--- src/rtl/sdram_mon_pkg.sv ---
package sdram_mon_pkg;

  typedef enum logic [2:0] {
    ST_IDLE     = 3'd0,
    ST_PRE_ALL  = 3'd1,
    ST_REFRESH  = 3'd2,
    ST_MODE_REG = 3'd3,
    ST_DEEP_PD  = 3'd4
  } mon_state_e;

  typedef enum logic [3:0] {
    CMD_DESELECT,
    CMD_NOP,
    CMD_ACTIVATE,
    CMD_READ,
    CMD_WRITE,
    CMD_DPD_ENTER,
    CMD_PRE_ONE,
    CMD_PRE_ALL,
    CMD_REFRESH,
    CMD_LOAD_MODE
  } mon_cmd_e;

  typedef enum logic [1:0] {
    ERR_NONE      = 2'd0,
    ERR_INTERRUPT = 2'd1,
    ERR_BANK_BUSY = 2'd2,
    ERR_ILLEGAL   = 2'd3
  } mon_err_e;

  typedef enum logic [1:0] {
    TSEL_RP,
    TSEL_RC,
    TSEL_MRD
  } timer_sel_e;

  typedef struct packed {
    logic       loadEn;
    timer_sel_e loadSel;
    logic       decEn;
  } ctrl_strobe_t;

endpackage

--- src/rtl/sdram_mon_datapath.sv ---
module sdram_mon_datapath
  import sdram_mon_pkg::*;
#(
  parameter int NUM_BANKS = 4,
  parameter int T_RP      = 3,
  parameter int T_RC      = 7,
  parameter int T_MRD     = 2
) (
  input  logic                 clk,
  input  logic                 rstN,
  input  logic                 csN,
  input  logic                 rasN,
  input  logic                 casN,
  input  logic                 weN,
  input  logic                 allBanks,
  input  logic [NUM_BANKS-1:0] bankOpen,
  input  ctrl_strobe_t         strobe,
  output mon_cmd_e             cmd,
  output logic                 anyOpen,
  output logic                 cntZero
);

  // Timed states span T-1 cycles, so the counter is loaded with T-2.
  localparam int LOAD_RP_I  = (T_RP  > 2) ? T_RP  - 2 : 0;
  localparam int LOAD_RC_I  = (T_RC  > 2) ? T_RC  - 2 : 0;
  localparam int LOAD_MRD_I = (T_MRD > 2) ? T_MRD - 2 : 0;
  localparam int MAX_LOAD   = (LOAD_RP_I > LOAD_RC_I)
                            ? ((LOAD_RP_I > LOAD_MRD_I) ? LOAD_RP_I : LOAD_MRD_I)
                            : ((LOAD_RC_I > LOAD_MRD_I) ? LOAD_RC_I : LOAD_MRD_I);
  localparam int CNT_W      = (MAX_LOAD < 1) ? 1 : $clog2(MAX_LOAD + 1);

  localparam logic [CNT_W-1:0] LOAD_RP  = CNT_W'(LOAD_RP_I);
  localparam logic [CNT_W-1:0] LOAD_RC  = CNT_W'(LOAD_RC_I);
  localparam logic [CNT_W-1:0] LOAD_MRD = CNT_W'(LOAD_MRD_I);

  logic [CNT_W-1:0] cntQ;
  logic [CNT_W-1:0] loadVal;

  // Command decode
  always_comb begin
    if (csN) begin
      cmd = CMD_DESELECT;
    end else begin
      unique case ({rasN, casN, weN})
        3'b111:  cmd = CMD_NOP;
        3'b011:  cmd = CMD_ACTIVATE;
        3'b101:  cmd = CMD_READ;
        3'b100:  cmd = CMD_WRITE;
        3'b110:  cmd = CMD_DPD_ENTER;
        3'b010:  cmd = allBanks ? CMD_PRE_ALL : CMD_PRE_ONE;
        3'b001:  cmd = CMD_REFRESH;
        default: cmd = CMD_LOAD_MODE;
      endcase
    end
  end

  assign anyOpen = |bankOpen;

  always_comb begin
    unique case (strobe.loadSel)
      TSEL_RC:  loadVal = LOAD_RC;
      TSEL_MRD: loadVal = LOAD_MRD;
      default:  loadVal = LOAD_RP;
    endcase
  end

  always_ff @(posedge clk or negedge rstN) begin
    if (!rstN) begin
      cntQ <= '0;
    end else if (strobe.loadEn) begin
      cntQ <= loadVal;
    end else if (strobe.decEn && (cntQ != '0)) begin
      cntQ <= cntQ - 1'b1;
    end
  end

  assign cntZero = (cntQ == '0);

  AST_CNT_IN_RANGE: assert property (@(posedge clk) disable iff (!rstN)
    int'(cntQ) <= MAX_LOAD) else $error("timer out of range");

  AST_DEC_MONOTONIC: assert property (@(posedge clk) disable iff (!rstN)
    (strobe.decEn && !strobe.loadEn && !cntZero) |=> (cntQ == $past(cntQ) - 1'b1))
    else $error("timer did not step");

endmodule

--- src/rtl/sdram_mon_ctrl.sv ---
module sdram_mon_ctrl
  import sdram_mon_pkg::*;
(
  input  logic         clk,
  input  logic         rstN,
  input  mon_cmd_e     cmd,
  input  logic         anyOpen,
  input  logic         cntZero,
  input  logic         dpdExit,
  output ctrl_strobe_t strobe,
  output mon_state_e   state,
  output logic         errPulse,
  output mon_err_e     errCode
);

  mon_state_e nextState;
  mon_err_e   errNow;
  logic       isQuiet;
  logic       isTimed;

  assign isQuiet = (cmd == CMD_DESELECT) || (cmd == CMD_NOP);
  assign isTimed = (state == ST_PRE_ALL) || (state == ST_REFRESH) ||
                   (state == ST_MODE_REG);

  always_comb begin
    nextState = state;
    errNow    = ERR_NONE;
    strobe    = '{loadEn: 1'b0, loadSel: TSEL_RP, decEn: 1'b0};
    unique case (state)
      ST_IDLE: begin
        unique case (cmd)
          CMD_PRE_ALL: begin
            nextState      = ST_PRE_ALL;
            strobe.loadEn  = 1'b1;
            strobe.loadSel = TSEL_RP;
          end
          CMD_REFRESH: begin
            if (anyOpen) begin
              errNow = ERR_BANK_BUSY;
            end else begin
              nextState      = ST_REFRESH;
              strobe.loadEn  = 1'b1;
              strobe.loadSel = TSEL_RC;
            end
          end
          CMD_LOAD_MODE: begin
            if (anyOpen) begin
              errNow = ERR_BANK_BUSY;
            end else begin
              nextState      = ST_MODE_REG;
              strobe.loadEn  = 1'b1;
              strobe.loadSel = TSEL_MRD;
            end
          end
          CMD_DPD_ENTER: begin
            if (anyOpen) errNow = ERR_BANK_BUSY;
            else         nextState = ST_DEEP_PD;
          end
          default: ;
        endcase
      end
      ST_PRE_ALL, ST_REFRESH, ST_MODE_REG: begin
        if (!isQuiet) errNow = ERR_INTERRUPT;
        if (cntZero) nextState = ST_IDLE;
        else         strobe.decEn = 1'b1;
      end
      ST_DEEP_PD: begin
        if (!isQuiet) errNow = ERR_ILLEGAL;
        if (dpdExit)  nextState = ST_IDLE;
      end
      default: begin
        nextState = ST_IDLE;
        errNow    = ERR_ILLEGAL;
      end
    endcase
    if ((errNow == ERR_NONE) && dpdExit && (state != ST_DEEP_PD)) begin
      errNow = ERR_ILLEGAL;
    end
  end

  always_ff @(posedge clk or negedge rstN) begin
    if (!rstN) begin
      state    <= ST_IDLE;
      errPulse <= 1'b0;
      errCode  <= ERR_NONE;
    end else begin
      state    <= nextState;
      errPulse <= (errNow != ERR_NONE);
      errCode  <= errNow;
    end
  end

  AST_TIMED_INTERRUPT: assert property (@(posedge clk) disable iff (!rstN)
    (isTimed && !isQuiet) |=> (errPulse && errCode == ERR_INTERRUPT))
    else $error("interrupt not flagged");

  AST_TIMED_EXIT: assert property (@(posedge clk) disable iff (!rstN)
    (isTimed && cntZero) |=> (state == ST_IDLE))
    else $error("timed state overran");

  AST_BUSY_BLOCKS: assert property (@(posedge clk) disable iff (!rstN)
    (state == ST_IDLE && anyOpen &&
     (cmd == CMD_REFRESH || cmd == CMD_LOAD_MODE || cmd == CMD_DPD_ENTER))
    |=> (state == ST_IDLE && errCode == ERR_BANK_BUSY))
    else $error("global command with open bank");

  AST_DPD_HOLD: assert property (@(posedge clk) disable iff (!rstN)
    (state == ST_DEEP_PD && !dpdExit) |=> (state == ST_DEEP_PD))
    else $error("left deep power-down early");

  AST_DPD_EXIT: assert property (@(posedge clk) disable iff (!rstN)
    (state == ST_DEEP_PD && dpdExit) |=> (state == ST_IDLE))
    else $error("exit ignored");

  AST_BANK_CMD_QUIET: assert property (@(posedge clk) disable iff (!rstN)
    (state == ST_IDLE && !dpdExit &&
     (cmd == CMD_ACTIVATE || cmd == CMD_READ || cmd == CMD_WRITE || cmd == CMD_PRE_ONE))
    |=> (!errPulse && state == ST_IDLE))
    else $error("bank command disturbed state");

  AST_CODE_MATCHES_PULSE: assert property (@(posedge clk) disable iff (!rstN)
    errPulse == (errCode != ERR_NONE))
    else $error("code and pulse disagree");

endmodule

--- src/rtl/sdram_cmd_monitor.sv ---
module sdram_cmd_monitor
  import sdram_mon_pkg::*;
#(
  parameter int NUM_BANKS = 4,
  parameter int T_RP      = 3,
  parameter int T_RC      = 7,
  parameter int T_MRD     = 2
) (
  input  logic                 clk,
  input  logic                 rstN,
  input  logic                 csN,
  input  logic                 rasN,
  input  logic                 casN,
  input  logic                 weN,
  input  logic                 allBanks,
  input  logic [NUM_BANKS-1:0] bankOpen,
  input  logic                 dpdExit,
  output logic [2:0]           monState,
  output logic                 errPulse,
  output logic [1:0]           errCode
);

  ctrl_strobe_t strobe;
  mon_cmd_e     cmd;
  logic         anyOpen;
  logic         cntZero;
  mon_state_e   state;
  mon_err_e     errCodeE;

  sdram_mon_datapath #(
    .NUM_BANKS (NUM_BANKS),
    .T_RP      (T_RP),
    .T_RC      (T_RC),
    .T_MRD     (T_MRD)
  ) u_datapath (
    .clk      (clk),
    .rstN     (rstN),
    .csN      (csN),
    .rasN     (rasN),
    .casN     (casN),
    .weN      (weN),
    .allBanks (allBanks),
    .bankOpen (bankOpen),
    .strobe   (strobe),
    .cmd      (cmd),
    .anyOpen  (anyOpen),
    .cntZero  (cntZero)
  );

  sdram_mon_ctrl u_ctrl (
    .clk      (clk),
    .rstN     (rstN),
    .cmd      (cmd),
    .anyOpen  (anyOpen),
    .cntZero  (cntZero),
    .dpdExit  (dpdExit),
    .strobe   (strobe),
    .state    (state),
    .errPulse (errPulse),
    .errCode  (errCodeE)
  );

  assign monState = state;
  assign errCode  = errCodeE;

endmodule

--- config.mk ---
export PLATFORM = sky130hd
export DESIGN_NAME = sdram_cmd_monitor
export DESIGN_NICKNAME = d
export VERILOG_FILES = /design/src/rtl/sdram_mon_pkg.sv /design/src/rtl/sdram_mon_datapath.sv /design/src/rtl/sdram_mon_ctrl.sv /design/src/rtl/sdram_cmd_monitor.sv
export SDC_FILE = /design/constraint.sdc
export NUM_CORES = 1
export LEC_CHECK = 0
export BUFFER_PORTS_ARGS = -buffer_cell sky130_fd_sc_hd__buf_2
export CORE_AREA = 2 2 39 41
export CTS_CLUSTER_DIAMETER = 80
export DETAILED_ROUTE_END_ITERATION = 12
export DIE_AREA = 0 0 41 43
export PLACE_DENSITY = 0.72
export SYNTH_ARGS = -nofsm -noshare
export SYNTH_HDL_FRONTEND = slang
export SYNTH_HIERARCHICAL = 1
export SYNTH_SLANG_ARGS = --single-unit
--- constraint.sdc ---
create_clock -name clk -period 1.9 [get_ports clk]
set_input_delay 0.095 -clock clk [delete_from_list [all_inputs] [get_ports clk]]
set_output_delay 0.095 -clock clk [all_outputs]
set_load 0.02 [all_outputs]
# Yosys cells after proc, flatten, opt, wreduce, memory -nomap -nowiden
# Cells that the tools add are included.
word_totals:
  ff_bits: 9
  input_bits: 12
  elab_cells: 70
op_classes:
  n_addsub: 1
  n_eq_ne: 25
  n_mux: 25
  reduce_logical: 15
op_table:
  columns: ["operator", "n"]
  rows:
  - ["two-way mux 3 bit", 10]
  - ["one-hot mux 4 bit (7 select lines)", 1]
  - ["one-hot mux 3 bit (3 select lines)", 2]
  - ["== test 3 bit, second input constant", 5]
  - ["== test 3 x 2 -> 1 bit, second input constant", 4]
  - ["!= test 3 bit, second input constant", 4]
  - ["one-hot mux 3 bit (4 select lines)", 1]
  - ["== test 4 x 3 -> 1 bit, second input constant", 2]
  - ["== test 4 bit, second input constant", 2]
  - ["two-way mux 2 bit", 4]
  - ["== test 3 x 1 -> 1 bit, second input constant", 2]
  - ["logical NOT 3 bit", 2]
  - ["one-hot mux 2 bit (3 select lines)", 1]
  - ["one-hot mux 3 bit (2 select lines)", 1]
  - ["AND reduction 6 bit", 1]
  - ["OR reduction 3 bit", 2]
  - ["!= test 5 bit, second input constant", 1]
  - ["== test 4 x 1 -> 1 bit, second input constant", 1]
  - ["logical NOT 4 bit", 1]
  - ["two-way mux 1 bit", 4]
  - ["two-way mux 4 bit", 1]
  - ["!= test 2 bit, second input constant", 2]
  - ["nonzero test 2 bit", 2]
  - ["OR reduction 4 bit", 1]
  - ["other kinds (7)", 9]

# Longest topological paths before layout
# Gate-level depths: netlist of the first run.
depth:
  ltp_word: 12
  mapped_depth: 8

# By module
# Netlist of the first run, hierarchy kept.
by_module_without_submodules:
  columns: ["module", "instances", "cells_each", "area_each_um2", "seq_area_each_um2"]
  rows:
  - ["sdram_mon_ctrl", 1, 43, 357.8, 150.1]
  - ["sdram_mon_datapath", 1, 28, 254.0, 75.1]

# Worst setup path after synthesis of the first run
# Ideal clock, no wire load.
synth_path:
  kind: "input port to flip-flop"
  startpoint: "input port bankOpen[1]"
  endpoint: "register u_datapath.cntQ[0]"
  t_arrival_ns: 1.537
  path_slack_ns: 0.244
  path_stages: 6
  n_path_buf: 0
  path_cell_list: "or4_1 -> nor3_1 -> a31oi_1 -> nor2b_1 -> nand3b_1 -> o21a_1"
synth_lines:
  columns: ["element", "line", "source"]
  rows:
  - ["start, declared", "sdram_cmd_monitor.sv:16", "input logic [NUM_BANKS-1:0] bankOpen,"]
  - ["end signal, assigned", "sdram_mon_datapath.sv:71", "cntQ <= loadVal;"]
  - ["end signal, assigned", "sdram_mon_datapath.sv:73", "cntQ <= cntQ - 1'b1;"]
  - ["end, declared", "sdram_mon_datapath.sv:36", "logic [CNT_W-1:0] cntQ;"]

==> results by group, run 1 <==
Outcome
  – Run status: finished clean

Clock tree
  – Cell chosen for the clock root: sky130_fd_sc_hd__clkbuf_4
  – Total number of H-tree levels: 1
  – Clock tree buffer depth: 2
  – CTS tree: built
  – Clk slew on worst S/H paths: 60 ps
  – Total clock sinks: 9
  – Number of buffers created by CTS: 3
  – Worst-Skew Late Latency: 260 ps
  – PostCTS Resize Cnt: 0
  – Post-CTS repair timing setup buffer count: 0
  – Hold-fix buffers, CTS: 1

Power
  – Total power divided by cell area: 917.5 nW/µm²
  – Clock power frac: 20.0%
  – Share of total power in sequential cells: 36.5%
  – Peak supply drop: 266.6 µV
  – Design internal power: 0.0004650 W
  – Switching power summed over all nets: 0.0002514 W
  – Gate power share: 43.4%
  – Share of total power consumed by net switching: 35.09%
  – Total power: 0.0007164 W
  – Reported leakage power: 0.3754 nW

Detailed routing
  – Routed wire length: 1274 µm
  – Met3 routed WL: 64 µm
  – Post-DRT Antenna Nets: 0
  – Wire per inst: 11.38 µm
  – Total number of vias: 600
  – Per-cell via count in the routed design: 5.357
  – Violation count after the first detailed-routing iteration: 16
  – Count of unresolved DRC violations after routing: 0
  – WL met2: 614 µm
  – Met1 Routed Length: 595 µm
  – Top layer used by detailed routing: met3
  – Detailed Routing Iterations Pass 1: 4

Synthesis
  – Number of enable-type register cells in the synthesized netlist: 0
  – Library cell occupying the most area in the post-synthesis netlist: sky130_fd_sc_hd__dfrtp_1
  – Leading post-synthesis cells by instance count: 9 x sky130_fd_sc_hd__dfrtp_1, 8 x sky130_fd_sc_hd__nor2_1, 7 x sky130_fd_sc_hd__nor3_1
  – Async set-reset flop share out of synthesis: 100.0%
  – Combinational family with the most area after synthesis: simple AND/OR/NAND/NOR gates
  – Main synth FF type: sky130_fd_sc_hd__dfrtp_1
  – Complex-gate fraction of the synthesized area: 19.02%
  – Number of distinct library cells after synthesis: 29
  – Area fraction of the dominant cell type after synthesis: 36.81%
  – Net count of the mapped netlist: 85
  – Syn Area/Cell: 8.617 µm²
  – Post-synthesis share of cell area spent on and, or, nand and nor gates: 31.90%
  – Proportion of synthesized chip area in sequential cells: 36.81%
  – Number of warnings printed during yosys synthesis: 6
  – Synthesized cell area: 611.8 µm²
  – Synthesized flop and latch total: 9
  – Multiplexer fraction of the synthesized cell area: 2.454%
  – Post-Synth Adder-Cell Area: 4.090%
  – Xor/xnor cell area share of the yosys netlist: 1.431%
  – Cell count after synthesis: 71
  – Top post-synthesis cells by area: sky130_fd_sc_hd__dfrtp_1 37%, sky130_fd_sc_hd__nor3_1 5.7%, sky130_fd_sc_hd__a21oi_1 4.9%
  – Most used standard cell by instance count after synthesis: sky130_fd_sc_hd__dfrtp_1

Setup path
  – Cells along the critical path: inv_1 > ha_1 > ha_1 > nor3_1 > nor2b_4 > mux2_4 > o21ai_2
  – Worst EP required: 2090 ps
  – Arrival time of the worst setup path: 1930 ps
  – Most numerous cell on the critical path: sky130_fd_sc_hd__ha_1
  – Master of the slowest instance on the critical path: sky130_fd_sc_hd__dfrtp_1
  – CP Max Fanout: 4
  – Type of the worst setup path: flip-flop to flip-flop
  – Crit end category: flip-flop
  – Highest cell delay on the worst timing path: 330 ps
  – Setup crit start kind: flip-flop

Timing
  – Remaining max-slew budget at the tightest pin: 75.38%
  – Number of hold violations in the final report: 0
  – Smallest setup slack after layout: 160.8 ps
  – Unrepaired setup endpoints after global routing: false
  – Post-route minimum period: 1739 ps
  – Setup-violating endpoint count in the final report: 0
  – Layout Skew: 3.378 ps
  – Pin slew with the least headroom to its limit: 366.4 ps
  – Total Neg Setup Slack: 0 ps
  – Crit share post-route: 91.54%
  – Fin. max-slew vios: 0
  – Max Clk Rate: 575.0 MHz

Floorplanning
  – Y dimension of the die: 43 µm
  – Number of top-level pins: 18
  – Starting utilization of the core area: 44.21%
  – Total Die Area: 1763 µm²
  – Number of cell rows: 14
  – Width of the die: 41 µm
  – Placeable core area: 1384 µm²

Global route
  – Vias in the first global route: 539
  – First-pass GRT wire length: 2001 µm
  – Largest net degree at the start of global routing: 12
  – Total gr overflow: 0
  – Global Route Usage Sum: 16.38%
  – Antenna violations before repair: 0

Finish
  – Final standard cell utilization of the core: 56.42%
  – Number of filler instances in the final layout: 129
  – Area Growth Syn to Fin: 27.61%
  – Final #Nets: 111
  – Number of diodes: 0
  – Fraction of layout instances using a drive strength above 1: 32.29%

Placement
  – Post-DP HPWL: 1007 µm
  – Pre-CTS setup slack: 125.4 ps
  – Routability congestion estimate from global placement: 0.7169
  – Quantity of I/O buffers inserted on ports: 17

Job
  – Maximum capacitance violations: 0

Min path
  – Worst hold-check path type: input port to async pin
## worst max-delay path, delay by kind of cell, from the launching register on
kind | cells | cell delay [ps]
adders and majority gates | 2 | 450
buffers and inverters | 1 | 60
DFF | 1 | 330
muxes | 1 | 320
and+or+nand+nor | 2 | 420
AOI/OAI and AO/OA | 1 | 100
## metal layers
metal | up-vias | global-route usage, %
li1 | 300 | -
met1 | 285 | 19.74
met2 | 15 | 27.19
met3 | 0 | 1.571
met4 | 0 | 8.000
met5 | - | 0
## power groups by stage
stage	Clock [W]	Combinational, W	Sequential, W
after detailed placement	0	0.000307	0.000264
after CTS	0.000148	0.000314	0.000262
after floorplan	0	0.000200	0.000280
after global placement	0	0.000295	0.000263
after global routing	0.000164	0.000341	0.000267
final	0.000144	0.000311	0.000262
## kinds of logic (layout without fill, tap and decap cells)
kind of cell | Yosys count | count (layout)
and+or+nand+nor | 34 | 34
AOI/OAI and AO/OA | 17 | 17
DFF | 9 | 9
buffers and inverters | 7 | 32
adders and majority gates | 2 | 2
xor gates and xnor gates | 1 | 1
muxes | 1 | 1
## flip-flops by register name (all words and copies together), names as in the netlist
name,count
u_ctrl/state,3
u_datapath/cntQ,3
u_ctrl/errCode,2
u_ctrl/errPulse,1
## per-stage QoR
step	cells	area, µm²	hold WS (ps)
4_1_cts	112	780.7	185.6
3_3_place_gp	107	743.2	-48.16
3_5_place_dp	107	743.2	-48.55
2_1_floorplan	71	611.8	-200.6
6_report	112	780.7	206.4
5_1_grt	112	780.7	207.7
## path summary, 6_finish.rpt
kind	from	endpoint	slack [ps]	cells after the start
hold / removal	rstN	u_ctrl/errPulse$_DFF_PN0_	210	2
min in group clk	dpdExit	u_ctrl/errPulse$_DFF_PN0_	210	3
hold reg to reg	u_ctrl/state[1]$_DFFE_PN0P_	u_ctrl/state[2]$_DFFE_PN0P_	560	1
max in group asynchronous	rstN	u_datapath/cntQ[0]$_DFFE_PN0P_	1510	2
setup / recovery	u_datapath/cntQ[0]$_DFFE_PN0P_	u_datapath/cntQ[2]$_DFFE_PN0P_	160	7
setup reg to reg	u_datapath/cntQ[0]$_DFFE_PN0P_	u_datapath/cntQ[2]$_DFFE_PN0P_	160	7
## cell usage in the layout (no fill, tap or decap), types with 2 or more instances in the layout
| cell | instances |
|---|---|
| sky130_fd_sc_hd__a21oi_1 | 6 |
| sky130_fd_sc_hd__buf_2 | 17 |
| sky130_fd_sc_hd__buf_4 | 4 |
| sky130_fd_sc_hd__clkbuf_4 | 3 |
| sky130_fd_sc_hd__dfrtp_1 | 9 |
| sky130_fd_sc_hd__ha_1 | 2 |
| sky130_fd_sc_hd__inv_1 | 6 |
| sky130_fd_sc_hd__nand2_1 | 3 |
| sky130_fd_sc_hd__nand2b_1 | 3 |
| sky130_fd_sc_hd__nand3b_1 | 4 |
| sky130_fd_sc_hd__nor2_1 | 8 |
| sky130_fd_sc_hd__nor2b_1 | 3 |
| sky130_fd_sc_hd__nor3_1 | 7 |
| sky130_fd_sc_hd__o21ai_0 | 2 |
## area by class of cell
| cell class | instances | area (µm²) | area share, % |
|---|---|---|---|
| multi-input combinational | 55 | 360.3 | 46.15 |
| sequential | 9 | 225.2 | 28.85 |
| timing repair buffer | 22 | 125.1 | 16.03 |
| clock buffer | 3 | 22.52 | 2.885 |
| inverter | 6 | 22.52 | 2.885 |
| tap | 16 | 20.02 | 2.564 |
| clock inverter | 1 | 5.005 | 0.6410 |
Power figures use the tool's default switching activity.
==> run 2: changes to the inputs <==
--- a/config.mk
+++ b/config.mk
@@ -10,6 +10,7 @@
 export CTS_CLUSTER_DIAMETER = 80
 export DETAILED_ROUTE_END_ITERATION = 12
 export DIE_AREA = 0 0 41 43
+export GPL_TIMING_DRIVEN = 0
 export PLACE_DENSITY = 0.72
 export SYNTH_ARGS = -nofsm -noshare
 export SYNTH_HDL_FRONTEND = slang
==> results by group, run 2 (synthesized netlist as in run 1, its figures left out) <==
Setup path
  – Master of the slowest instance on the critical path: sky130_fd_sc_hd__dfrtp_1
  – Cells along the critical path: inv_1 > ha_1 > ha_1 > nor3_1 > nor2b_4 > mux2_4 > o21ai_2
  – Most numerous cell on the critical path: sky130_fd_sc_hd__ha_1
  – Reg2Reg Depth: 7 (unchanged)
  – Setup crit start kind: flip-flop
  – Highest cell delay on the worst timing path: 320 ps (about the same)
  – Type of the worst setup path: flip-flop to flip-flop
  – Count of buffer and inverter cells on the critical path: 1 (unchanged)
  – Worst EP required: 2090 ps (about the same)
  – Crit end category: flip-flop
  – CP Depth: 7 (unchanged)
  – Family with the most delay on the worst path: simple AND/OR/NAND/NOR gates
  – CP Max Fanout: 4 (unchanged)
  – Arrival time of the worst setup path: 2000 ps (+70 ps)

Outcome
  – Run status: finished clean

Timing
  – Hold WS: 193.0 ps (-13.46 ps)
  – Setup-violating endpoint count in the final report: 0 (unchanged)
  – Remaining max-slew budget at the tightest pin: 66.72% (-8.7 points)
  – Layout Skew: 0.3946 ps (-2.984 ps)
  – Fin. max-slew vios: 0 (unchanged)
  – Post-route minimum period: 1812 ps (+72.57 ps)
  – Number of hold violations in the final report: 0 (unchanged)
  – Unrepaired setup endpoints after global routing: false
  – Smallest setup slack after layout: 88.22 ps (-72.57 ps)
  – Crit share post-route: 95.36% (+3.8 points)
  – Max Clk Rate: 551.9 MHz (-4.0%)
  – Pin slew with the least headroom to its limit: 495.4 ps (+128.9 ps)

Finish
  – Most common cell after layout, fill and taps aside: sky130_fd_sc_hd__buf_2
  – Area Growth Syn to Fin: 23.11%
  – Area of the multi-input gates: 360.3 µm² (unchanged)
  – Number of filler instances in the final layout: 136 (+5.4%)
  – Post-route cell area: 753.2 µm² (-3.5%)
  – Final #Nets: 108 (-2.7%)
  – Final standard cell utilization of the core: 54.43% (-2.0 points)
  – Reg area: 225.2 µm² (unchanged)
  – Number of diodes: 0 (unchanged)
  – Commonest non-fill, non-tap cells in the layout: 17 x sky130_fd_sc_hd__buf_2, 9 x sky130_fd_sc_hd__dfrtp_1, 8 x sky130_fd_sc_hd__nor2_1
  – Registers with the highest flip-flop counts: u_ctrl/state (3), u_datapath/cntQ (3), u_ctrl/errCode (2)
  – Fraction of layout instances using a drive strength above 1: 27.96% (-4.3 points)

Placement
  – Pre-CTS setup slack: -88.66 ps (-214.1 ps)
  – Quantity of I/O buffers inserted on ports: 17 (unchanged)
  – Placement-stage cell area: 716.9 µm² (-3.5%)
  – Routability congestion estimate from global placement: 0.7736 (+7.9%)
  – Post-DP HPWL: 997 µm (-0.96%)

Floorplanning
  – Width of the die: 41 µm (unchanged)
  – Number of cell rows: 14 (unchanged)
  – Total Die Area: 1763 µm² (unchanged)
  – Number of top-level pins: 18 (unchanged)
  – Y dimension of the die: 43 µm (unchanged)
  – Starting utilization of the core area: 44.21% (unchanged)
  – Placeable core area: 1384 µm² (unchanged)

Detailed routing
  – Total number of vias: 604 (+0.67%)
  – Wire per inst: 11.53 µm (+1.4%)
  – Detailed Routing Iterations Pass 1: 4 (unchanged)
  – Post-DRT Antenna Nets: 0 (unchanged)
  – Violation count after the first detailed-routing iteration: 26 (+10)
  – Count of unresolved DRC violations after routing: 0 (unchanged)
  – Routed wire length: 1257 µm (-1.3%)
  – Per-cell via count in the routed design: 5.541 (+3.4%)

Min path
  – Worst hold-check path type: input port to flip-flop
  – Worst hold path depth: 3

Clock tree
  – CTS tree: built
  – Total clock sinks: 9 (unchanged)
  – Total number of H-tree levels: 1 (unchanged)
  – Number of buffers created by CTS: 3 (unchanged)
  – Clock tree buffer depth: 2 (unchanged)
  – Worst-Skew Late Latency: 250 ps (about the same)
  – Post-CTS repair timing setup buffer count: 0 (unchanged)
  – Clk slew on worst S/H paths: 60 ps (about the same)
  – Cell chosen for the clock root: sky130_fd_sc_hd__clkbuf_4

Global route
  – Total gr overflow: 0 (unchanged)
  – Global Route Usage Sum: 16.82% (+0.44 points)
  – Antenna violations before repair: 0 (unchanged)
  – Largest net degree at the start of global routing: 11 (-1)
  – First-pass GRT wire length: 2076 µm (+3.7%)
  – Vias in the first global route: 508 (-5.8%)

Job
  – Maximum capacitance violations: 0 (unchanged)

Power
  – Peak supply drop: 300.2 µV (+13%)
  – Total power divided by cell area: 944.4 nW/µm² (+2.9%)
  – Reported leakage power: 0.3537 nW (-5.8%)
run 2: cell count changes in the layout (fill, tap and decap cells not counted), sizes merged:
cell,delta
buf,-4
clkbuf,+2
clkinv,-1
run 2: final timing paths:
check	slack, ps	start	to
max	90	u_datapath/cntQ[0]$_DFFE_PN0P_	u_datapath/cntQ[2]$_DFFE_PN0P_
min	190	dpdExit	u_ctrl/errPulse$_DFF_PN0_
max reg2reg	90	u_datapath/cntQ[0]$_DFFE_PN0P_	u_datapath/cntQ[2]$_DFFE_PN0P_
min reg2reg	540	u_ctrl/state[0]$_DFFE_PN0P_	u_ctrl/state[2]$_DFFE_PN0P_
max in group asynchronous	1520	rstN	u_datapath/cntQ[0]$_DFFE_PN0P_
min in group asynchronous	210	rstN	u_ctrl/errPulse$_DFF_PN0_
run 2: power breakdown:
group,switching [W],internal (W),leakage [nW]
clock network,0.0000606,0.0000805,0.0150
logic,0.000169,0.000142,0.227
registers,0.0000209,0.000239,0.112
run 2: metal layers:
| metal | wire length (µm) | track usage [%] | vias to the layer above |
|---|---|---|---|
| met3 | 109 | 1.571 | 4 |
| met1 | 510 | 21.75 | 273 |
| met5 | 0 | 0 | - |
| met2 | 628 | 26.56 | 34 |
| met4 | 8 | 8.000 | 0 |
| li1 | - | - | 293 |
run 2: worst reg2reg max path, stage by stage, from the launching register on:
cell and delay, ps:
sky130_fd_sc_hd__dfrtp_1 320, sky130_fd_sc_hd__inv_1 60, sky130_fd_sc_hd__ha_1 190, sky130_fd_sc_hd__ha_1 250
sky130_fd_sc_hd__nor3_1 230, sky130_fd_sc_hd__nor2b_4 250, sky130_fd_sc_hd__mux2_4 320, sky130_fd_sc_hd__o21ai_2 100
run 2: metrics by stage:
stage / TNS, ps / total power, W / cells
floorplan: 0 / 0.0004801 / 71
global placement: -38.24 / 0.0005371 / 104
detailed placement: -118.8 / 0.0005610 / 104
CTS: 0 / 0.0007146 / 109
global route: 0 / 0.0007678 / 109
finish: 0 / 0.0007113 / 109
run 2: final cells by class:
class,count,area share [%]
flip-flops and latches,9,29.90
clock buffers,4,3.488
repair buffers,18,12.62
well taps,16,2.658
inverters,6,2.990
plain buffers,1,0.4983
multi-input cells,55,47.84
run 2: timing repair:
item	in CTS	in global routing
resized for setup	0	0
hold buffers	1	0
hold endpoints to repair	9	0
